===== config.mk =====
export PLATFORM = sky130hd
export DESIGN_NAME = acpi_pm_regs
export DESIGN_NICKNAME = d
export VERILOG_FILES = /design/src/rtl/acpi_pm_pkg.sv /design/src/rtl/acpi_pm_timer.sv /design/src/rtl/acpi_pm_evt.sv /design/src/rtl/acpi_pm_regs.sv
export SDC_FILE = /design/constraint.sdc
export NUM_CORES = 1
export LEC_CHECK = 0
export BUFFER_PORTS_ARGS = -buffer_cell sky130_fd_sc_hd__buf_4
export CAP_MARGIN = 10
export CORE_MARGIN = 2
export CORE_UTILIZATION = 58
export CTS_CLUSTER_SIZE = 40
export DETAILED_ROUTE_END_ITERATION = 7
export PLACE_DENSITY = 0.94
export SLEW_MARGIN = 10
export SYNTH_ARGS = -nofsm -noshare
export SYNTH_HDL_FRONTEND = slang
export SYNTH_SLANG_ARGS = --single-unit

===== constraint.sdc =====
create_clock -name clk -period 3.35 [get_ports clk]
set_clock_uncertainty 0.05 [all_clocks]
set_input_delay 0.1675 -clock clk [delete_from_list [all_inputs] [get_ports clk]]
set_output_delay 0.1675 -clock clk [all_outputs]
set_load 0.03 [all_outputs]

===== src/rtl/acpi_pm_pkg.sv =====
package acpi_pm_pkg;
    localparam int REG_W  = 16;
    localparam int BUS_W  = 32;
    localparam int LANES  = REG_W / 8;

    // status bit positions, decoded by software
    localparam int STS_TMR    = 0;
    localparam int STS_BM     = 4;
    localparam int STS_GBL    = 5;
    localparam int STS_PWRBTN = 8;
    localparam int STS_RTC    = 10;

    localparam int CTL_SCI_EN = 0;

    localparam logic [REG_W-1:0] SCI_SRC_MASK = REG_W'((1 << STS_TMR) | (1 << STS_GBL) |
                                                       (1 << STS_PWRBTN) | (1 << STS_RTC));
    localparam logic [REG_W-1:0] CTL_RESET    = REG_W'(1 << CTL_SCI_EN);

    typedef enum logic [1:0] {
        SLOT_EVT = 2'd0,
        SLOT_CTL = 2'd1,
        SLOT_TMR = 2'd2,
        SLOT_RSV = 2'd3
    } slot_e;
endpackage


===== src/rtl/acpi_pm_timer.sv =====
module acpi_pm_timer #(
    parameter int TMR_W   = 32,
    parameter int OVF_BIT = 23
) (
    input  logic             clk,
    input  logic             rst_n,
    input  logic             tick,
    output logic [TMR_W-1:0] cnt_q,
    output logic             ovf_pulse
);
    // the watched bit flips exactly when every bit below it is one on an increment
    assign ovf_pulse = tick && (&cnt_q[OVF_BIT-1:0]);

    always_ff @(posedge clk or negedge rst_n) begin
        if (!rst_n)
            cnt_q <= '0;
        else if (tick)
            cnt_q <= cnt_q + TMR_W'(1);
    end


    tmr_inc_chk: assert property (@(posedge clk) disable iff (!rst_n)
        tick |=> (cnt_q == $past(cnt_q) + TMR_W'(1)));


    tmr_hold_chk: assert property (@(posedge clk) disable iff (!rst_n)
        !tick |=> $stable(cnt_q));
endmodule


===== src/rtl/acpi_pm_evt.sv =====
module acpi_pm_evt
    import acpi_pm_pkg::*;
(
    input  logic             clk,
    input  logic             rst_n,
    input  logic [REG_W-1:0] clr_mask,
    input  logic [REG_W-1:0] hw_set,
    input  logic [LANES-1:0] en_lane_we,
    input  logic [REG_W-1:0] en_wdata,
    output logic [REG_W-1:0] stat_q,
    output logic [REG_W-1:0] en_q
);
    // set dominates clear
    always_ff @(posedge clk or negedge rst_n) begin
        if (!rst_n)
            stat_q <= '0;
        else
            stat_q <= (stat_q & ~clr_mask) | hw_set;
    end

    for (genvar g = 0; g < LANES; g++) begin : g_en_lane
        always_ff @(posedge clk or negedge rst_n) begin
            if (!rst_n)
                en_q[8*g +: 8] <= '0;
            else if (en_lane_we[g])
                en_q[8*g +: 8] <= en_wdata[8*g +: 8];
        end
    end


    stat_w1c_chk: assert property (@(posedge clk) disable iff (!rst_n)
        (clr_mask[STS_GBL] && !hw_set[STS_GBL]) |=> !stat_q[STS_GBL]);


    set_wins_chk: assert property (@(posedge clk) disable iff (!rst_n)
        hw_set[STS_PWRBTN] |=> stat_q[STS_PWRBTN]);


    stat_sticky_chk: assert property (@(posedge clk) disable iff (!rst_n)
        (stat_q[STS_RTC] && !clr_mask[STS_RTC]) |=> stat_q[STS_RTC]);
endmodule


===== src/rtl/acpi_pm_regs.sv =====
module acpi_pm_regs
    import acpi_pm_pkg::*;
#(
    parameter int          TMR_W    = 32,
    parameter int          OVF_BIT  = 23,
    parameter logic [7:0]  IRQ_LINE = 8'd9
) (
    input  logic             clk,
    input  logic             rst_n,
    input  logic             io_sel,
    input  logic             io_wr,
    input  logic [3:0]       io_addr,
    input  logic [3:0]       io_be,
    input  logic [BUS_W-1:0] io_wdata,
    output logic [BUS_W-1:0] io_rdata,
    input  logic             tmr_tick,
    input  logic             evt_pwrbtn,
    input  logic             evt_rtc,
    input  logic             evt_busmst,
    input  logic             evt_gbl_rls,
    output logic             sci,
    output logic [7:0]       irq_line
);
    slot_e            slot;
    logic             acc_ok;
    logic             wr_go;
    logic [REG_W-1:0] clr_mask;
    logic [REG_W-1:0] hw_set;
    logic [LANES-1:0] en_lane_we;
    logic [LANES-1:0] ctl_lane_we;
    logic [REG_W-1:0] stat_q;
    logic [REG_W-1:0] en_q;
    logic [REG_W-1:0] ctrl_q;
    logic [TMR_W-1:0] tmr_q;
    logic             ovf_pulse;

    assign slot   = slot_e'(io_addr[3:2]);
    assign acc_ok = io_sel && (io_addr[1:0] == 2'b00);
    assign wr_go  = acc_ok && io_wr;

    for (genvar g = 0; g < LANES; g++) begin : g_lane_dec
        assign clr_mask[8*g +: 8] = (wr_go && slot == SLOT_EVT && io_be[g]) ?
                                    io_wdata[8*g +: 8] : 8'h00;
        assign en_lane_we[g]      = wr_go && slot == SLOT_EVT && io_be[LANES+g];
        assign ctl_lane_we[g]     = wr_go && slot == SLOT_CTL && io_be[g];

        always_ff @(posedge clk or negedge rst_n) begin
            if (!rst_n)
                ctrl_q[8*g +: 8] <= CTL_RESET[8*g +: 8];
            else if (ctl_lane_we[g])
                ctrl_q[8*g +: 8] <= io_wdata[8*g +: 8];
        end
    end

    always_comb begin
        hw_set             = '0;
        hw_set[STS_TMR]    = ovf_pulse;
        hw_set[STS_BM]     = evt_busmst;
        hw_set[STS_GBL]    = evt_gbl_rls;
        hw_set[STS_PWRBTN] = evt_pwrbtn;
        hw_set[STS_RTC]    = evt_rtc;
    end

    acpi_pm_timer #(
        .TMR_W   (TMR_W),
        .OVF_BIT (OVF_BIT)
    ) u_timer (
        .clk       (clk),
        .rst_n     (rst_n),
        .tick      (tmr_tick),
        .cnt_q     (tmr_q),
        .ovf_pulse (ovf_pulse)
    );

    acpi_pm_evt u_evt (
        .clk        (clk),
        .rst_n      (rst_n),
        .clr_mask   (clr_mask),
        .hw_set     (hw_set),
        .en_lane_we (en_lane_we),
        .en_wdata   (io_wdata[BUS_W-1:REG_W]),
        .stat_q     (stat_q),
        .en_q       (en_q)
    );

    always_comb begin
        io_rdata = '0;
        if (acc_ok && !io_wr) begin
            unique case (slot)
                SLOT_EVT: io_rdata = {en_q, stat_q};
                SLOT_CTL: io_rdata = {{(BUS_W-REG_W){1'b0}}, ctrl_q};
                SLOT_TMR: io_rdata = BUS_W'(tmr_q);
                SLOT_RSV: io_rdata = '0;
            endcase
        end
    end

    assign sci      = ctrl_q[CTL_SCI_EN] && |(stat_q & en_q & SCI_SRC_MASK);
    assign irq_line = IRQ_LINE;


    ovf_set_chk: assert property (@(posedge clk) disable iff (!rst_n)
        ovf_pulse |=> stat_q[STS_TMR]);


    sci_gate_chk: assert property (@(posedge clk) disable iff (!rst_n)
        sci |-> ctrl_q[CTL_SCI_EN]);


    tmr_ro_chk: assert property (@(posedge clk) disable iff (!rst_n)
        (wr_go && slot == SLOT_TMR && !tmr_tick) |=> $stable(tmr_q));
endmodule


# Yosys cells after proc, flatten, opt, wreduce, memory -nomap -nowiden
# Index checks and enable logic that the tools add are counted.
[word_totals]
input_bits = 49
elab_cells = 36
ff_bits = 80
[op_classes]
bitwise_logic = 4
eq_ne = 3
n_reduce_logical = 18
addsub = 1
muxes = 4
[op_table]
columns = ["operator", "n"]
rows = [
  ["$pmux 32 s4", 1],
  ["$add 32x1->32 const B", 1],
  ["$mux 32", 1],
  ["$reduce_and 23->1", 1],
  ["$and 16x16->16", 1],
  ["$mux 8", 2],
  ["$not 16->16", 1],
  ["$or 16x11->16", 1],
  ["$logic_and 1x1->1", 13],
  ["$and 11x11->11", 1],
  ["$eq 2x2->1 const B", 2],
  ["$logic_not 2->1", 2],
  ["$reduce_or 4->1", 1],
  ["$eq 2x1->1 const B", 1],
  ["$logic_not 1->1", 1],
]

# Logic depth before layout (Yosys ltp)
[logic_depth]
depth_word = 9
mapped_depth = 6
depth_no_buf = 5

# By module
# From an unflattened synthesis, not the netlist that was laid out.
[unflattened]
cells_unflattened = 396
hier_area_um2 = 4314.1
[modules_own_cells]
columns = ["module", "cells_per_inst", "instances", "area_each_um2"]
rows = [
  ["acpi_pm_regs", 186, 1, 1622.8],
  ["acpi_pm_timer", 128, 1, 1447.6],
  ["acpi_pm_evt", 82, 1, 1243.7],
]

# Least setup slack after synthesis
# No wires, ideal clock.
[synth_path]
path_type = "in2out"
startpoint = "input port io_addr[1]"
endpoint = "output port io_rdata[21]"
slack_ns = 1.503
n_path_buf = 2
arrival_ns = 1.630
stages = 5
t_required_ns = 3.132
cell_sequence = "or3b_4 -> or3_1 -> buf_2 -> buf_6 -> nor2_1"
[synth_via]
elab_chain_len = 4
[synth_lines]
columns = ["element", "line", "text"]
rows = [
  ["from (decl)", "acpi_pm_regs.sv:12", "input logic [3:0] io_addr,"],
  ["$logic_not 2->1", "acpi_pm_regs.sv:38", "assign acc_ok = io_sel && (io_addr[1:0] == 2'b00);"],
  ["$logic_and 1x1->1", "acpi_pm_regs.sv:38", ""],
  ["$logic_and 1x1->1", "acpi_pm_regs.sv:88", "if (acc_ok && !io_wr) begin"],
  ["$mux 32", "acpi_pm_regs.sv:88", ""],
  ["to (decl)", "acpi_pm_regs.sv:15", "output logic [BUS_W-1:0] io_rdata,"],
]
# Every way passes these cells.

# Worst setup path in the final report
[layout_path]
startpoint = "register u_timer.cnt_q[8]"
endpoint = "register u_timer.cnt_q[29]"
[layout_via]
elab_chain_len = 1
[layout_lines]
columns = ["element", "line", "text"]
rows = [
  ["from (decl)", "acpi_pm_timer.sv:8", "output logic [TMR_W-1:0] cnt_q,"],
  ["from (signal assigned)", "acpi_pm_timer.sv:18", "cnt_q <= cnt_q + TMR_W'(1);"],
  ["$add 32x1->32", "acpi_pm_timer.sv:18", ""],
]
# Every way passes these cells.
# A chain may end at the register's enable or synchronous reset.

==> impl_metrics.csv <==
group,metric,value,unit
floorplan,num_rows,30,
clock_network,cts_repair_resize_count,0,
floorplan,ios,90,
worst_hold_path,hold_path.startpoint,"io_wdata[27]",
worst_setup_path,slowest_stage,"nor4_2",
power_and_ir_drop,p_int,1.621,mW
synth,synth_seq_cells,80,
timing,maxSlewViolCount,0,
worst_setup_path,cp-start-kind,"flip-flop",
grt,grt_pass1_wl,16150,um
worst_setup_path,r2r-end,"u_timer.cnt_q[29]",
drt,ant_nets,0,
synth,ys_seq_area_share,50.06,%
clock_network,clkTransAtPathRegs,0.08,ns
grt,antenna_found_initial,0,
synth,ys_types,39,
grt,grt_max_degree,81,
worst_setup_path,r2r_setup_slack,1.21,ns
timing,tns,0,ns
clock_network,hold_buffers,34,
grt,grt_overflow,0,
grt,grt_usage,28.26,%
power_and_ir_drop,power_frac_clock,33.1,%
power_and_ir_drop,p_per_area,431.0,nW/um^2
power_and_ir_drop,power_switching,0.5992,mW
flow_run,cap_violations,0,
worst_setup_path,crit_start,"u_timer.cnt_q[8]",
timing,relSlewSlack,35.59,%
cells_and_area,n_fill_cell,400,
power_and_ir_drop,irDropWorstVdd,0.3636,mV
timing,period_share,64.03,%
timing,rsz0062_at_grt,"no",
cells_and_area,drive_gt1_share,30.19,%
worst_hold_path,hp-class,"in2reg",
clock_network,cts_buffers,9,
placement,place.gp.congestion,0.8181,
power_and_ir_drop,sw_frac_of_total,26.99,%
drt,routed_wl,9908,um
synth,postSynth.asyncResetShare,100.0,%
synth,yosys-top-cells-area,"dfrtp_1 49%, mux2_2 9.0%, mux2i_1 8.0%, xnor2_1 5.5%, nor2_1 4.9%",
worst_setup_path,cp_cell_sequence,"nand4_1, nor4_2, nand3_1, xnor2_1",
cells_and_area,antenna_cells,0,
cells_and_area,syn2layout_area_growth,28.77,%
worst_hold_path,hold_depth,2,
synth,yosys.area.top_type_share,49.41,%
timing,setup_violations,0,
clock_network,post_cts_buffers,0,
drt,drt-initial-drc-count,308,
synth,yosysTopAreaCell,"dfrtp_1",
floorplan,dieArea,7579,sq um
worst_setup_path,critical-path-top-delay-family,"simple AND/OR/NAND/NOR gates",
synth,synth_cells,361,
synth,ys.flop_type,"dfrtp_1",
drt,dr.pass1.iters,4,
synth,syn_area_per_cell,11.08,sq um
synth,yosysWarnings,0,
floorplan,die_height,87.06,um
worst_setup_path,reg2reg_from,"u_timer.cnt_q[8]",
power_and_ir_drop,p_comb_share,15.1,%
synth,synth.most_common_cell,"dfrtp_1",
worst_setup_path,worstPathArrival,2.34,ns
power_and_ir_drop,power.leakage,2.423,nW
timing,min_period,2.145,ns
placement,dp.cells,507,
synth,synth.top_cells.by_count,"79 x dfrtp_1, 52 x nor2_1, 32 x mux2_2, 32 x mux2i_1, 25 x xnor2_1",
power_and_ir_drop,seqPwrFrac,51.8,%
cells_and_area,fin_cells,557,
worst_setup_path,crit_fanout,11,
timing,worst_slew_pin_slew,0.9582,ns
placement,port_buffers,81,
clock_network,clk_latency,0.36,ns
grt,grt_pass1_vias,3298,
drt,via_per_inst,5.786,
timing,timing.fmax,466.2,MHz
floorplan,start_util,59.55,%
drt,post_drt_wl_per_cell,17.79,um
clock_network,cts_tree,"built",
clock_network,cts_root_buf,"clkbuf_8",
synth,syn_area,4001,sq um
worst_setup_path,worstRegToRegCells,4,
drt,vias,3223,
synth,synth-edff-count,0,
clock_network,htree_levels,3,
placement,hpwl,6047,um
worst_setup_path,path_buf_inv,0,
worst_setup_path,crit_type,"reg2reg",
worst_setup_path,cp_data_required_time,3.54,ns
timing,hold_viol,0,
run_status,outcome,"completed",
clock_network,clk_path_buf_depth,2,
power_and_ir_drop,fin_total_pwr,2.220,mW
worst_hold_path,whs_endpoint,"u_evt.en_q[11]",
worst_setup_path,critPathCaptureType,"flip-flop",
floorplan,core_area,6719,sq um
drt,drcViolationCount,0,
worst_setup_path,slowest_delay,0.89,ns
clock_network,cts.sinks,80,
floorplan,die_w,87.06,um
cells_and_area,nets,522,
-- sequential cells by signal, summed over array words and instances, names as in the netlist --
register,cells
ctrl_q,16
u_evt.en_q,16
u_evt.stat_q,16
u_timer.cnt_q,32
-- power groups by stage --
stage	Combinational, mW	Clock [mW]	Sequential (mW)
final	0.334	0.735	1.15
after global routing	0.364	0.785	1.16
after CTS	0.333	0.737	1.15
after detailed placement	0.294	0	1.16
after global placement	0.285	0	1.16
after floorplan	0.205	0	1.14
-- layout make-up --
cell class              count  area (sq um)  share of cell area [%]
inverters                   3         11.26                  0.2186
clock inverters             5         55.05                   1.068
repair buffers            118         970.9                   18.84
multi-input cells         260          1861                   36.11
clock buffers              11         151.4                   2.938
flip-flops and latches     80          2003                   38.88
well taps                  80         100.1                   1.943
-- stage by stage --
stage               util [%]  setup slack (ns)  hold WS, ns  cell area, sq um
global placement       68.55             1.390       0.2963              4606
global route           76.69             1.115    0.0002753              5152
detailed placement     68.55             1.310       0.3017              4606
finish                 76.69             1.205     0.004638              5152
CTS                    76.69             1.284     0.002202              5152
floorplan                  -             1.503      -0.1781              4024
-- kinds of logic after synthesis --
group           Yosys count  synth area share, %
simple gates            120                15.76
flops                    80                50.06
buf+inv                  27                4.002
other cells               2               0.1877
fa+ha+maj                 1               0.3126
xor+xnor                 31                6.785
compound gates           35                5.597
mux                      65                17.29
-- worst max-delay path by stage --
stage	endpoint	slack, ns	cells after the start
3_5_place_dp	u_timer.cnt_q[23]	1.31	4
4_1_cts	u_timer.cnt_q[23]	1.28	4
6_report	u_timer.cnt_q[29]	1.21	4
5_1_grt	u_timer.cnt_q[29]	1.12	4
3_3_place_gp	io_rdata[16]	1.39	5
2_1_floorplan	io_rdata[21]	1.50	5
-- layout by cell type (no fill, tap or decap), types with 3 or more instances in the layout --
cell type	synthesis	routed
nor3_1	4	4
inv_1	3	3
clkbuf_8	0	11
mux2_2	32	32
dlygate4sd3_1	0	34
a21oi_1	16	16
nor2_1	52	52
xor2_1	6	6
buf_4	9	84
mux2i_1	32	32
dfrtp_1	79	79
conb_1	2	8
nand3_1	11	11
xnor2_1	25	25
and3_1	6	6
nand2_1	15	15
a21o_1	4	4
nand4_1	15	15
a21boi_0	12	12
-- routing by layer --
layer | track usage (%) | wire (um) | part of all wire [%]
met5 | 0 | 0 | 0
met4 | 16.19 | 424 | 4.3
met3 | 4.929 | 633 | 6.4
met2 | 46.15 | 4940 | 50
met1 | 35.44 | 3910 | 39
(Power assumes the default switching activity.)
